## config.mk

```make
export PLATFORM = sky130hd
export DESIGN_NAME = tpat_sequencer
export DESIGN_NICKNAME = d
export VERILOG_FILES = /design/src/rtl/tpat_pkg.sv /design/src/rtl/tpat_seq_ctrl.sv /design/src/rtl/tpat_slot_pick.sv /design/src/rtl/tpat_pattern_gen.sv /design/src/rtl/tpat_sequencer.sv
export SDC_FILE = /design/constraint.sdc
export NUM_CORES = 1
export LEC_CHECK = 0
export ABC_AREA = 1
export BUFFER_PORTS_ARGS = -buffer_cell sky130_fd_sc_hd__buf_2
export CORE_ASPECT_RATIO = 2
export CORE_MARGIN = 2
export CORE_UTILIZATION = 41
export DETAILED_ROUTE_END_ITERATION = 12
export GPL_ROUTABILITY_DRIVEN = 0
export PLACE_DENSITY_LB_ADDON = 0.1
export SKIP_LAST_GASP = 1
export SYNTH_ARGS = -nofsm -noshare
export SYNTH_HDL_FRONTEND = slang
export SYNTH_SLANG_ARGS = --single-unit
```

## constraint.sdc

```tcl
create_clock -name clk -period 1.9 [get_ports clk]
set_clock_uncertainty 0.15 [all_clocks]
set_input_delay 0.38 -clock clk [delete_from_list [all_inputs] [get_ports clk]]
set_output_delay 0.38 -clock clk [all_outputs]
set_load 0.02 [all_outputs]
```

## src/rtl/tpat_pkg.sv

```systemverilog
package tpat_pkg;

    localparam int CODE_W = 3;

    typedef enum logic [0:0] {
        ST_BYPASS  = 1'b0,
        ST_PATTERN = 1'b1
    } tp_state_e;

    localparam logic [CODE_W-1:0] PC_ZEROS  = 3'b000;
    localparam logic [CODE_W-1:0] PC_ONES   = 3'b001;
    localparam logic [CODE_W-1:0] PC_TOGGLE = 3'b010;
    localparam logic [CODE_W-1:0] PC_LOW01  = 3'b011;
    localparam logic [CODE_W-1:0] PC_HIGH10 = 3'b100;
    localparam logic [CODE_W-1:0] PC_RAMP   = 3'b101;
    localparam logic [CODE_W-1:0] PC_USER_A = 3'b110;
    localparam logic [CODE_W-1:0] PC_USER_B = 3'b111;

endpackage

```

## src/rtl/tpat_seq_ctrl.sv

```systemverilog
module tpat_seq_ctrl
    import tpat_pkg::*;
#(
    parameter int SLOTS  = 8,
    parameter int IDX_W  = 16,
    localparam int PTR_W = $clog2(SLOTS)
) (
    input  logic             clk,
    input  logic             rst_n,
    input  logic             tick,
    input  logic             enable,
    output tp_state_e        state,
    output logic [PTR_W-1:0] ptr,
    output logic [IDX_W-1:0] idx
);

    localparam logic [PTR_W-1:0] LAST_SLOT = PTR_W'(SLOTS - 1);

    tp_state_e state_nxt;

    // state register
    always_ff @(posedge clk or negedge rst_n) begin
        if (!rst_n) state <= ST_BYPASS;
        else        state <= state_nxt;
    end

    // transitions: arm, step, disarm
    always_comb begin
        state_nxt = state;
        unique case (state)
            ST_BYPASS:  if (tick && enable)  state_nxt = ST_PATTERN;
            ST_PATTERN: if (tick && !enable) state_nxt = ST_BYPASS;
            default:    state_nxt = ST_BYPASS;
        endcase
    end

    // slot pointer and word index
    always_ff @(posedge clk or negedge rst_n) begin
        if (!rst_n) begin
            ptr <= '0;
            idx <= '0;
        end else if (tick) begin
            if (enable) begin
                ptr <= (ptr == LAST_SLOT) ? '0 : ptr + 1'b1;
                idx <= idx + 1'b1;
            end else begin
                ptr <= '0;
                idx <= '0;
            end
        end
    end

    // outside test mode the counters wait at zero
    p_bypass_zero_r9: assert property (@(posedge clk) disable iff (!rst_n)
        (state == ST_BYPASS) |-> (ptr == '0 && idx == '0));

    // the last slot is followed by slot 0
    p_slot_wrap_r3: assert property (@(posedge clk) disable iff (!rst_n)
        (tick && enable && ptr == LAST_SLOT) |=> (ptr == '0));

    // counters move only on strobes
    p_hold_no_tick_r3: assert property (@(posedge clk) disable iff (!rst_n)
        !tick |=> ($stable(ptr) && $stable(idx)));

    // index advances by one per test word
    p_idx_step_r7: assert property (@(posedge clk) disable iff (!rst_n)
        (tick && enable) |=> (idx == IDX_W'($past(idx) + 1'b1)));

endmodule

```

## src/rtl/tpat_slot_pick.sv

```systemverilog
module tpat_slot_pick
    import tpat_pkg::*;
#(
    parameter int SLOTS  = 8,
    localparam int PTR_W = $clog2(SLOTS),
    localparam int REG_N = SLOTS / 2
) (
    input  logic [REG_N*8-1:0] slot_cfg,
    input  logic [PTR_W-1:0]   sel,
    output logic [CODE_W-1:0]  code
);

    logic [CODE_W-1:0] codes [SLOTS];

    for (genvar s = 0; s < SLOTS; s++) begin : g_slot
        assign codes[s] = slot_cfg[(s/2)*8 + (s%2)*4 +: CODE_W];
    end

    // bits 3 and 7 of every byte carry no meaning
    logic unused_spare;
    assign unused_spare = ^slot_cfg;

    assign code = codes[sel];

endmodule

```

## src/rtl/tpat_pattern_gen.sv

```systemverilog
module tpat_pattern_gen
    import tpat_pkg::*;
#(
    parameter int WORD_W  = 16,
    localparam int HALF   = WORD_W / 2,
    localparam int NBYTES = WORD_W / 8
) (
    input  logic [CODE_W-1:0]   code,
    input  logic [WORD_W-1:0]   idx,
    input  logic [2*WORD_W-1:0] user_cfg,
    output logic [WORD_W-1:0]   word
);

    logic [WORD_W-1:0] user_a;
    logic [WORD_W-1:0] user_b;

    // lower register address lands in the high byte
    for (genvar b = 0; b < NBYTES; b++) begin : g_swap
        assign user_a[(NBYTES-1-b)*8 +: 8] = user_cfg[b*8 +: 8];
        assign user_b[(NBYTES-1-b)*8 +: 8] = user_cfg[WORD_W + b*8 +: 8];
    end

    always_comb begin
        unique case (code)
            PC_ZEROS:  word = '0;
            PC_ONES:   word = '1;
            PC_TOGGLE: word = idx[0] ? {{HALF{1'b0}}, {HALF{1'b1}}}
                                     : {{HALF{1'b1}}, {HALF{1'b0}}};
            PC_LOW01:  word = {HALF{2'b01}};
            PC_HIGH10: word = {HALF{2'b10}};
            PC_RAMP:   word = idx;
            PC_USER_A: word = user_a;
            PC_USER_B: word = user_b;
            default:   word = '0;
        endcase
    end

endmodule

```

## src/rtl/tpat_sequencer.sv

```systemverilog
module tpat_sequencer
    import tpat_pkg::*;
#(
    parameter int WORD_W = 16,
    parameter int SLOTS  = 8,
    localparam int PTR_W = $clog2(SLOTS),
    localparam int SCFG_W = (SLOTS / 2) * 8
) (
    input  logic                clk,
    input  logic                rst_n,
    input  logic                smp_tick,
    input  logic                tp_enable,
    input  logic [WORD_W-1:0]   live_word,
    input  logic [SCFG_W-1:0]   slot_cfg,
    input  logic [2*WORD_W-1:0] user_cfg,
    output logic [WORD_W-1:0]   out_word,
    output logic                out_valid
);

    tp_state_e          state;
    logic [PTR_W-1:0]   ptr;
    logic [WORD_W-1:0]  idx;
    logic [CODE_W-1:0]  code;
    logic [WORD_W-1:0]  pat_word;

    tpat_seq_ctrl #(.SLOTS(SLOTS), .IDX_W(WORD_W)) u_ctrl (
        .clk    (clk),
        .rst_n  (rst_n),
        .tick   (smp_tick),
        .enable (tp_enable),
        .state  (state),
        .ptr    (ptr),
        .idx    (idx)
    );

    tpat_slot_pick #(.SLOTS(SLOTS)) u_pick (
        .slot_cfg (slot_cfg),
        .sel      (ptr),
        .code     (code)
    );

    tpat_pattern_gen #(.WORD_W(WORD_W)) u_gen (
        .code     (code),
        .idx      (idx),
        .user_cfg (user_cfg),
        .word     (pat_word)
    );

    logic unused_state;
    assign unused_state = (state == ST_PATTERN);

    // output register: bypass mux
    always_ff @(posedge clk or negedge rst_n) begin
        if (!rst_n) begin
            out_word  <= '0;
            out_valid <= 1'b0;
        end else begin
            out_valid <= smp_tick;
            if (smp_tick) out_word <= tp_enable ? pat_word : live_word;
        end
    end

    // valid follows every strobe for one cycle
    p_valid_pulse_r2: assert property (@(posedge clk) disable iff (!rst_n)
        smp_tick |=> out_valid);

    p_valid_quiet_r2: assert property (@(posedge clk) disable iff (!rst_n)
        !smp_tick |=> !out_valid);

    // word holds between strobes
    p_word_hold_r2: assert property (@(posedge clk) disable iff (!rst_n)
        !smp_tick |=> $stable(out_word));

    // disabled strobe passes the live sample
    p_bypass_live_r9: assert property (@(posedge clk) disable iff (!rst_n)
        (smp_tick && !tp_enable) |=> (out_word == $past(live_word)));

endmodule

```

==> results of run 1 <==
kinds of logic after synthesis:
family	after synthesis	synth area share (%)
AO/OA/AOI/OAI	42	10.9
adder cells (fa/ha/maj)	3	1.49
flip-flops	36	35.7
AND/OR/NAND/NOR	219	39.8
XOR/XNOR	1	0.347
buffers and inverters	71	11.8
worst max-delay path, cell delays in order, from the launching register on:
cell     delay, ns
dfrtp_2       0.47
buf_6         0.16
nand2_1       0.06
nand3_1       0.11
nand2_1       0.09
nand2_1       0.06
nand2_2       0.09
nor2_4        0.04
nand3_1       0.12
nand2_4       0.08
nor2_4        0.14
nand4_1       0.14
nand2_1       0.09
nand2_1       0.04
how the worst max path moves through the flow:
stage                              end  depth (start not counted)
after floorplan           out_word[12]                         14
after global placement    out_word[13]                         10
after detailed placement  out_word[12]                         10
after CTS                  out_word[9]                         13
after global routing      out_word[15]                         13
final                     out_word[15]                         13
cells in the final DEF, fill, tap and decap left out, types with 2 or more instances in the layout:
cell	count
nand4_1	17
nand2_2	10
inv_4	2
clkbuf_16	5
o21ai_0	4
nand3_1	19
nand2_1	117
o22ai_1	6
nor3_4	4
nor2_1	16
ha_1	2
clkinv_2	2
nand3_2	11
a22o_1	13
buf_6	3
a21oi_1	14
dfrtp_1	35
nand2_4	6
inv_2	3
buf_4	31
nor2_4	10
buf_2	92
nor3b_1	4
inv_1	51
buf_12	2
nor3_1	2
what timing repair did:
item,in CTS,in global routing
gates resized for setup,18,41
gates cloned,1,0
buffers inserted,0,3
endpoints found under the hold margin,16,0
endpoints found under the setup margin,19,20
hold buffers,1,0
pin swaps,1,8
registers in the layout, summed over array words and instances, names as in the netlist:
register,flops
out_valid,1
u_ctrl.ptr,3
out_word,16
u_ctrl.idx,16
metal layers:
metal  vias to the layer above  global-route usage [%]  part of all wire (%)  wire length [um]
li1                       1446                       -                     -                 -
met1                      1342                    23.1                    34              2720
met2                       100                    45.0                    57              4560
met3                        24                    3.04                   4.5               355
met4                         0                    12.6                   4.3               343
met5                         -                       0                     0                 0
area by class of cell:
class	count	area (sq um)
clock inverter	3	18.8
fill	594	2300
sequential	36	902
tap	63	78.8
multi-input combinational	265	1520
clock buffer	5	125
timing repair buffer	129	777
inverter	58	235
power by group:
group	leakage (nW)	internal [mW]	switching, mW
combinational	1.44	0.572	0.872
sequential	0.468	0.872	0.0668
clock	0.0736	0.483	0.331
==> results.sh, run 1 <==
export IMPL_power_density_nw_per_um2=875
export IMPL_synth_ff_type="dfrtp_1"
export IMPL_cp_end_kind="register"
export IMPL_avgSynthCellArea_sq_um=6.79
export IMPL_ys_types=31
export IMPL_root_buffer="clkbuf_16"
export IMPL_place_hpwl_um=6080
export IMPL_synth_top_area_share_pct=35.7
export IMPL_setup_tns_ns=-0.728
export IMPL_reg2regPathDepth=13
export IMPL_ir_drop_uv=560
export IMPL_worstSetupStartpointType="register"
export IMPL_num_vias=2912
export IMPL_ys_ff_latch=36
export IMPL_synth_edf_count=0
export IMPL_min_from="live_word[2]"
export IMPL_r2r_end="out_word[15]"
export IMPL_synth_top_area_cell="dfrtp_1"
export IMPL_drc=0
export IMPL_slew_headroom_pct=69.8
export IMPL_grt_setup_unrepaired="true"
export IMPL_numPortBuffers=92
export IMPL_r2r_slack_ns=-0.07
export IMPL_firstDrtPassIters=6
export IMPL_cts_buffers=5
export IMPL_crit_reg2reg_launch="u_ctrl.ptr[0]"
export IMPL_clock_latency_ns=0.28
export IMPL_violations="setup timing"
export IMPL_synth_commonest_cells="nand2_1 (129), inv_1 (53), dfrtp_1 (36), nand3_1 (26), nor2_1 (19)"
export IMPL_finalCriticalPeriod_ns=1.97
export IMPL_io_pins=101
export IMPL_fmax_mhz=507
export IMPL_nets=582
export IMPL_routed_wl_um=7980
export IMPL_syn_area_sq_um=2520
export IMPL_synthesis_nets=459
export IMPL_setup_violations_final=16
export IMPL_cts_tree="built"
export IMPL_htree_levels=2
export IMPL_n_antenna_cell=0
export IMPL_fin_cells=559
export IMPL_synth_most_common_cell="nand2_1"
export IMPL_cts_buffer_depth=2
export IMPL_grt_pass1_wl_um=12200
export IMPL_setup_slack_ns=-0.0709
export IMPL_status="finished, violations left"
export IMPL_cts_sinks=36
export IMPL_hold_ws_ns=0.231
export IMPL_vias_per_cell=5.21
export IMPL_critPathRequiredTime_ns=1.92
export IMPL_finalCritPeriodShare_pct=104
export IMPL_power_leakage_nw=1.98
export IMPL_hold_violations=0
export IMPL_fp_dieH_um=115
export IMPL_grt_pass1_vias=2768
export IMPL_dp_cells=546
export IMPL_dpl_instance_area_sq_um=3240
export IMPL_overflow=0
export IMPL_die_w_um=59.5
export IMPL_max_cap_violations=0
export IMPL_final_util_pct=61.3
export IMPL_fp_row_count=40
export IMPL_wire_per_inst_um=14.3
export IMPL_placeableCoreArea_sq_um=5960
export IMPL_whs_path_depth=3
export IMPL_yosysWarnings=0
export IMPL_cp_startpoint="u_ctrl.ptr[0]"
export IMPL_final_antenna_net_count=0
export IMPL_hp_class="input pin to register"
export IMPL_finalPower_mw=3.20
export IMPL_grt_start_max_net_pins=27
export IMPL_start_util_pct=42.4
export IMPL_drv_slew=0
export IMPL_place_worst_setup_slack_ns=-0.133
export IMPL_die_area_sq_um=6840
export IMPL_track_usage_pct=23.6
export IMPL_antenna_found_initial=0
export IMPL_worstSetupPathType="register to register"
export IMPL_clk_pin_slew_worst_paths_ns=0.06
export IMPL_area_growth_pct=44.7
export IMPL_hold_end="out_word[2]"
export IMPL_seq_area_frac_synth_pct=35.7
export IMPL_max_slew_worst_pin_slew_ns=0.453
export IMPL_drive_gt1_share_pct=38.5
export IMPL_worstPathMaxFanout=6
export IMPL_synth_async_sr_flop_share_pct=100
export IMPL_ys_top_cells_by_area="dfrtp_1 (36%), nand2_1 (19%), inv_1 (7.9%), nand3_1 (5.2%), a22o_1 (4.5%)"
export IMPL_fin_area_sq_um=3650
export IMPL_arrival_ns=1.99
export IMPL_first_iter_violations=92
export IMPL_synthCells=372
Note: power is estimated with default switching activity, not from simulation.
==> run 2: changes to the inputs <==
--- a/config.mk
+++ b/config.mk
@@ -5,7 +5,6 @@
 export SDC_FILE = /design/constraint.sdc
 export NUM_CORES = 1
 export LEC_CHECK = 0
-export ABC_AREA = 1
 export BUFFER_PORTS_ARGS = -buffer_cell sky130_fd_sc_hd__buf_2
 export CORE_ASPECT_RATIO = 2
 export CORE_MARGIN = 2
==> results.sh, run 2 <==
export IMPL_yosysWarnings=0
export IMPL_hp_class="input pin to async pin"
export IMPL_grt_start_max_net_pins=37
export IMPL_worstPathMaxFanout=6
export IMPL_cts_hold_fix_buffers=0
export IMPL_p_comb_share_pct=44.2
export IMPL_p_switching_mw=1.17
export IMPL_track_usage_pct=25.7
export IMPL_fp_dieH_um=115
export IMPL_cp_top_family="multiplexers"
export IMPL_avgSynthCellArea_sq_um=9.66
export IMPL_drive_gt1_share_pct=49.9
export IMPL_start_util_pct=42.2
export IMPL_place_hpwl_um=5990
export IMPL_synth_edf_count=0
export IMPL_switching_share_pct=34.8
export IMPL_clock_latency_ns=0.29
export IMPL_max_slew_worst_pin_slew_ns=0.720
export IMPL_crit_chain="mux4_2, mux2_4, buf_6, o21ai_1, a22oi_1, a221o_1"
export IMPL_fin_cells=454
export IMPL_grt_pass1_vias=2660
export IMPL_clk_pin_slew_worst_paths_ns=0.06
export IMPL_hold_ws_ns=-0.00975
export IMPL_layout_commonest_cell="buf_2"
export IMPL_synth_top_area_cell="dfrtp_1"
export IMPL_worstSetupStartpointType="register"
export IMPL_placeableCoreArea_sq_um=5960
export IMPL_syn_area_sq_um=2510
export IMPL_synth_top_area_share_pct=35.9
export IMPL_synth_ff_type="dfrtp_1"
export IMPL_root_buffer="clkbuf_16"
export IMPL_setup_slack_ns=-0.482
export IMPL_slew_headroom_pct=51.8
export IMPL_cts_buffer_depth=2
export IMPL_synthesis_nets=347
export IMPL_ys_ff_latch=36
export IMPL_area_growth_pct=47.5
export IMPL_max_cap_violations=0
export IMPL_fmax_mhz=420
export IMPL_firstDrtPassIters=4
export IMPL_htree_levels=2
export IMPL_power_leakage_nw=1.75
export IMPL_hold_violations=19
export IMPL_n_antenna_cell=0
export IMPL_top_regs="out_word: 16 flops, u_ctrl.idx: 16 flops, u_ctrl.ptr: 3 flops"
export IMPL_layout_common_cells="buf_2 (92), dfrtp_1 (35), buf_4 (33)"
export IMPL_grt_pass1_wl_um=12900
export IMPL_first_iter_violations=88
export IMPL_synth_async_sr_flop_share_pct=100
export IMPL_overflow=0
export IMPL_routed_wl_um=8340
export IMPL_p_int_mw=2.20
export IMPL_ys_top_cells_by_area="dfrtp_1 (36%), mux4_2 (5.4%), nor2_1 (4.8%), a21oi_1 (3.6%), a22oi_1 (3.6%)"
export IMPL_finalPower_mw=3.38
export IMPL_fp_row_count=40
export IMPL_arrival_ns=2.40
export IMPL_cts_sinks=36
export IMPL_synth_most_common_cell="dfrtp_1"
export IMPL_cp_slowest_stage_delay_ns=0.60
export IMPL_ys_types=45
export IMPL_cp_end_kind="register"
export IMPL_crit_buf_inv=1
export IMPL_finalCritPeriodShare_pct=125
export IMPL_die_area_sq_um=6810
export IMPL_antenna_found_initial=0
export IMPL_nets=477
export IMPL_finalCriticalPeriod_ns=2.38
export IMPL_numPortBuffers=92
export IMPL_critPathRequiredTime_ns=1.92
export IMPL_cts_tree="built"
export IMPL_synth_commonest_cells="dfrtp_1 (36), nor2_1 (32), a21oi_1 (18), o21ai_0 (14), a22oi_1 (12)"
export IMPL_io_pins=101
export IMPL_cts_buffers=5
export IMPL_ir_drop_uv=645
export IMPL_setup_violations_final=16
export IMPL_die_w_um=59.4
export IMPL_final_util_pct=62.2
export IMPL_num_vias=2611
export IMPL_p_seq_share_pct=27.3
export IMPL_slowest_stage="mux4_2"
export IMPL_drv_slew=0
export IMPL_power_density_nw_per_um2=912
export IMPL_vias_per_cell=5.75
export IMPL_synthCells=260
export IMPL_final_antenna_net_count=0
export IMPL_seq_area_frac_synth_pct=35.9
export IMPL_wire_per_inst_um=18.4
export IMPL_dp_cells=437
export IMPL_violations="hold timing, setup timing"
export IMPL_drc=0
export IMPL_clockPowerShare_pct=28.5
export IMPL_status="finished, violations left"
export IMPL_worstSetupPathType="register to register"
export IMPL_grt_setup_unrepaired="true"
[run 2: cell types whose count changed after synthesis, moves of 7 or more]
cell,change
nor2b_1,+8
inv_1,-46
nor2_1,+13
nand2_1,-121
nand4_1,-15
o21ai_0,+10
nor4_1,+7
a22o_1,-12
nand3_1,-17
a31o_2,+8
nor2_2,-8
mux2_1,+7
a22oi_1,+12
[run 2: worst register-to-register path: stages, from the launching register on]
cell and delay [ns]:
dfrtp_2 0.46, mux4_2 0.60, mux2_4 0.38, buf_6 0.15, o21ai_1 0.07, a22oi_1 0.13, a221o_1 0.33
[run 2: what timing repair did]
action / 4_1_cts / 5_1_grt
resized for setup: 28 / 12
setup buffers: 8 / 0
pin swaps: 11 / 8
setup endpoints to repair: 16 / 16
gates cloned: 3 / 0
[run 2: power by group through the flow]
stage               clock [mW]  sequential (mW)  combinational (mW)
finish                   0.962            0.923                1.49
global route              1.00            0.935                1.59
CTS                      0.970            0.923                1.42
detailed placement           0            0.933                1.19
global placement             0            0.933                1.18
floorplan                    0             1.02               0.662
[run 2: kinds of logic (layout without fill, tap and decap cells)]
group | Yosys count | in the layout | share of synthesized area (%)
adders and majority gates | 3 | 3 | 1.49
buffers and inverters | 24 | 152 | 4.68
DFF | 36 | 36 | 35.9
AOI/OAI and AO/OA | 72 | 72 | 19.5
muxes | 28 | 31 | 17.1
xor gates and xnor gates | 10 | 10 | 3.49
and+or+nand+nor | 87 | 87 | 17.8
[run 2: path summary, 6_finish.rpt]
kind                               startpoint            end  slack (ns)  cells after the start
worst max-delay path            u_ctrl.ptr[0]    out_word[0]       -0.48                      6
worst min-delay path                    rst_n   out_word[12]       -0.01                      2
worst max register to register  u_ctrl.ptr[0]    out_word[0]       -0.48                      6
worst min register to register    out_word[6]    out_word[6]        0.35                      1
max in group asynchronous               rst_n  u_ctrl.ptr[0]        1.25                      2
min in group clk                 live_word[4]    out_word[4]        0.19                      3
[run 2: stage by stage]
stage	TNS (ns)	setup WS, ns	area (sq um)
detailed placement	-9.58	-0.600	3250
floorplan	-5.84	-0.407	2530
CTS	-6.51	-0.436	3650
global route	-7.98	-0.543	3700
finish	-6.65	-0.482	3700
global placement	-8.68	-0.569	3250
[run 2: per-layer routing]
layer	vias up	wire length (um)	track usage [%]	part of all wire, %
met5	-	0	0	0
met4	0	430	16.1	5.2
met3	31	402	3.95	4.8
met2	92	4490	45.6	54
met1	1246	3020	27.0	36
li1	1242	-	-	-
[run 2: layout make-up]
| class | count | area, sq um |
|---|---|---|
| clock buffer | 5 | 125 |
| clock inverter | 3 | 42.5 |
| sequential | 36 | 902 |
| tap | 63 | 78.8 |
| fill | 536 | 2250 |
| timing repair buffer | 135 | 830 |
| multi-input combinational | 203 | 1690 |
| inverter | 9 | 33.8 |
==> run 3: changes to the inputs <==
--- a/config.mk
+++ b/config.mk
@@ -6,9 +6,11 @@
 export NUM_CORES = 1
 export LEC_CHECK = 0
 export BUFFER_PORTS_ARGS = -buffer_cell sky130_fd_sc_hd__buf_2
+export CELL_PAD_IN_SITES_DETAIL_PLACEMENT = 1
+export CELL_PAD_IN_SITES_GLOBAL_PLACEMENT = 1
 export CORE_ASPECT_RATIO = 2
 export CORE_MARGIN = 2
-export CORE_UTILIZATION = 41
+export CORE_UTILIZATION = 32
 export DETAILED_ROUTE_END_ITERATION = 12
 export GPL_ROUTABILITY_DRIVEN = 0
 export PLACE_DENSITY_LB_ADDON = 0.1
==> results.sh, run 3 (synthesized netlist as in run 2, its figures left out) <==
export IMPL_fin_area_sq_um=3790
export IMPL_worstSetupStartpointType="register"
export IMPL_cp_slowest_stage_delay_ns=0.60
export IMPL_antenna_found_initial=0
export IMPL_grt_pass1_vias=2833
export IMPL_power_leakage_nw=1.80
export IMPL_dpl_instance_area_sq_um=3360
export IMPL_cts_buffer_depth=2
export IMPL_first_iter_violations=94
export IMPL_drc=0
export IMPL_grt_pass1_wl_um=15000
export IMPL_numPortBuffers=92
export IMPL_placeableCoreArea_sq_um=7600
export IMPL_drive_gt1_share_pct=50.9
export IMPL_wire_per_inst_um=19.9
export IMPL_slew_headroom_pct=42.4
export IMPL_area_growth_pct=51.0
export IMPL_critPathRequiredTime_ns=1.91
export IMPL_crit_buf_inv=1
export IMPL_finalCriticalPeriod_ns=2.46
export IMPL_status="finished, violations left"
export IMPL_power_density_nw_per_um2=873
export IMPL_place_hpwl_um=7390
export IMPL_fp_dieH_um=129
export IMPL_max_slew_worst_pin_slew_ns=0.860
export IMPL_clk_pin_slew_worst_paths_ns=0.06
export IMPL_cp_top_family="multiplexers"
export IMPL_layout_commonest_cell="buf_2"
export IMPL_setup_violations_final=16
export IMPL_worstPathMaxFanout=8
export IMPL_clock_latency_ns=0.28
export IMPL_start_util_pct=33.1
export IMPL_slowest_stage="mux4_2"
export IMPL_io_pins=101
export IMPL_cts_buffers=5
export IMPL_root_buffer="clkbuf_16"
export IMPL_setup_slack_ns=-0.562
export IMPL_overflow=0
export IMPL_die_area_sq_um=8620
export IMPL_final_util_pct=49.9
export IMPL_worstSetupPathType="register to register"
export IMPL_num_vias=2661
export IMPL_nets=487
export IMPL_htree_levels=2
export IMPL_final_antenna_net_count=0
export IMPL_max_cap_violations=0
export IMPL_fillers=911
export IMPL_firstDrtPassIters=4
export IMPL_cts_tree="built"
export IMPL_grt_start_max_net_pins=37
export IMPL_crit_chain="mux4_2, mux2_4, buf_6, o21ai_0, a22oi_1, a221o_1"
export IMPL_layout_common_cells="buf_2 (92), buf_4 (46), dfrtp_1 (35)"
export IMPL_vias_per_cell=5.38
export IMPL_hp_class="input pin to async pin"
export IMPL_hold_violations=5
export IMPL_arrival_ns=2.48
export IMPL_grt_setup_unrepaired="true"
export IMPL_n_antenna_cell=0
export IMPL_finalPower_mw=3.31
export IMPL_setup_tns_ns=-7.75
export IMPL_fp_row_count=45
export IMPL_drv_slew=0
export IMPL_fmax_mhz=406
export IMPL_hold_ws_ns=-0.00164
export IMPL_die_w_um=66.7
export IMPL_cts_sinks=36
export IMPL_top_regs="out_word: 16 flops, u_ctrl.idx: 16 flops, u_ctrl.ptr: 3 flops"
export IMPL_violations="hold timing, setup timing"
export IMPL_cp_end_kind="register"
export IMPL_track_usage_pct=23.8
export IMPL_ir_drop_uv=459
export IMPL_finalCritPeriodShare_pct=130
export IMPL_routed_wl_um=9830
## run 3: path summary, 6_finish.rpt
| check | end | depth (start not counted) | startpoint | slack [ns] |
|---|---|---|---|---|
| max in group asynchronous | u_ctrl.ptr[0] | 2 | rst_n | 1.23 |
| max | out_word[0] | 6 | u_ctrl.ptr[0] | -0.56 |
| min in group clk | out_word[4] | 3 | live_word[4] | 0.19 |
| max reg2reg | out_word[0] | 6 | u_ctrl.ptr[0] | -0.56 |
| min | out_word[6] | 2 | rst_n | -0.002 |
| min reg2reg | out_word[6] | 1 | out_word[6] | 0.35 |
## run 3: timing repair
item / 4_1_cts / 5_1_grt
cloned: 1 / 0
resized for setup: 18 / 21
endpoints found under the setup margin: 16 / 17
pin swaps: 4 / 9
hold buffers: 0 / 0
setup buffers: 1 / 10
## run 3: area by class of cell
cell class	instances	area, sq um	share of cell area [%]
inverter	9	33.8	0.891
tap	94	118	3.10
sequential	36	902	23.8
multi-input combinational	201	1670	43.9
clock buffer	8	146	3.86
timing repair buffer	147	928	24.5
## run 3: through the flow
| stage | instances | worst slack [ns] |
|---|---|---|
| 6_report | 495 | -0.562 |
| 5_1_grt | 495 | -0.646 |
| 4_1_cts | 486 | -0.493 |
| 3_5_place_dp | 476 | -0.629 |
| 3_3_place_gp | 476 | -0.555 |
| 2_1_floorplan | 260 | -0.407 |
## run 3: layer usage
layer / vias to the layer above / GRT usage [%] / wire length [um]
li1: 1249 / - / -
met1: 1309 / 25.7 / 3530
met2: 88 / 45.3 / 5620
met3: 15 / 3.56 / 401
met4: 0 / 8.40 / 270
met5: - / 0 / 0
## run 3: report_power, final
group	switching [mW]	leakage, nW	total [mW]	internal, mW
logic	0.786	1.26	1.53	0.747
clock network	0.331	0.0712	0.855	0.524
registers	0.0640	0.468	0.924	0.860
## run 3: worst register-to-register path: cells and delay by family (launching register included)
family,cells,cell delay (ns)
AO/OA/AOI/OAI,3,0.60
buffers and inverters,1,0.16
flip-flops,1,0.46
multiplexers,2,0.97
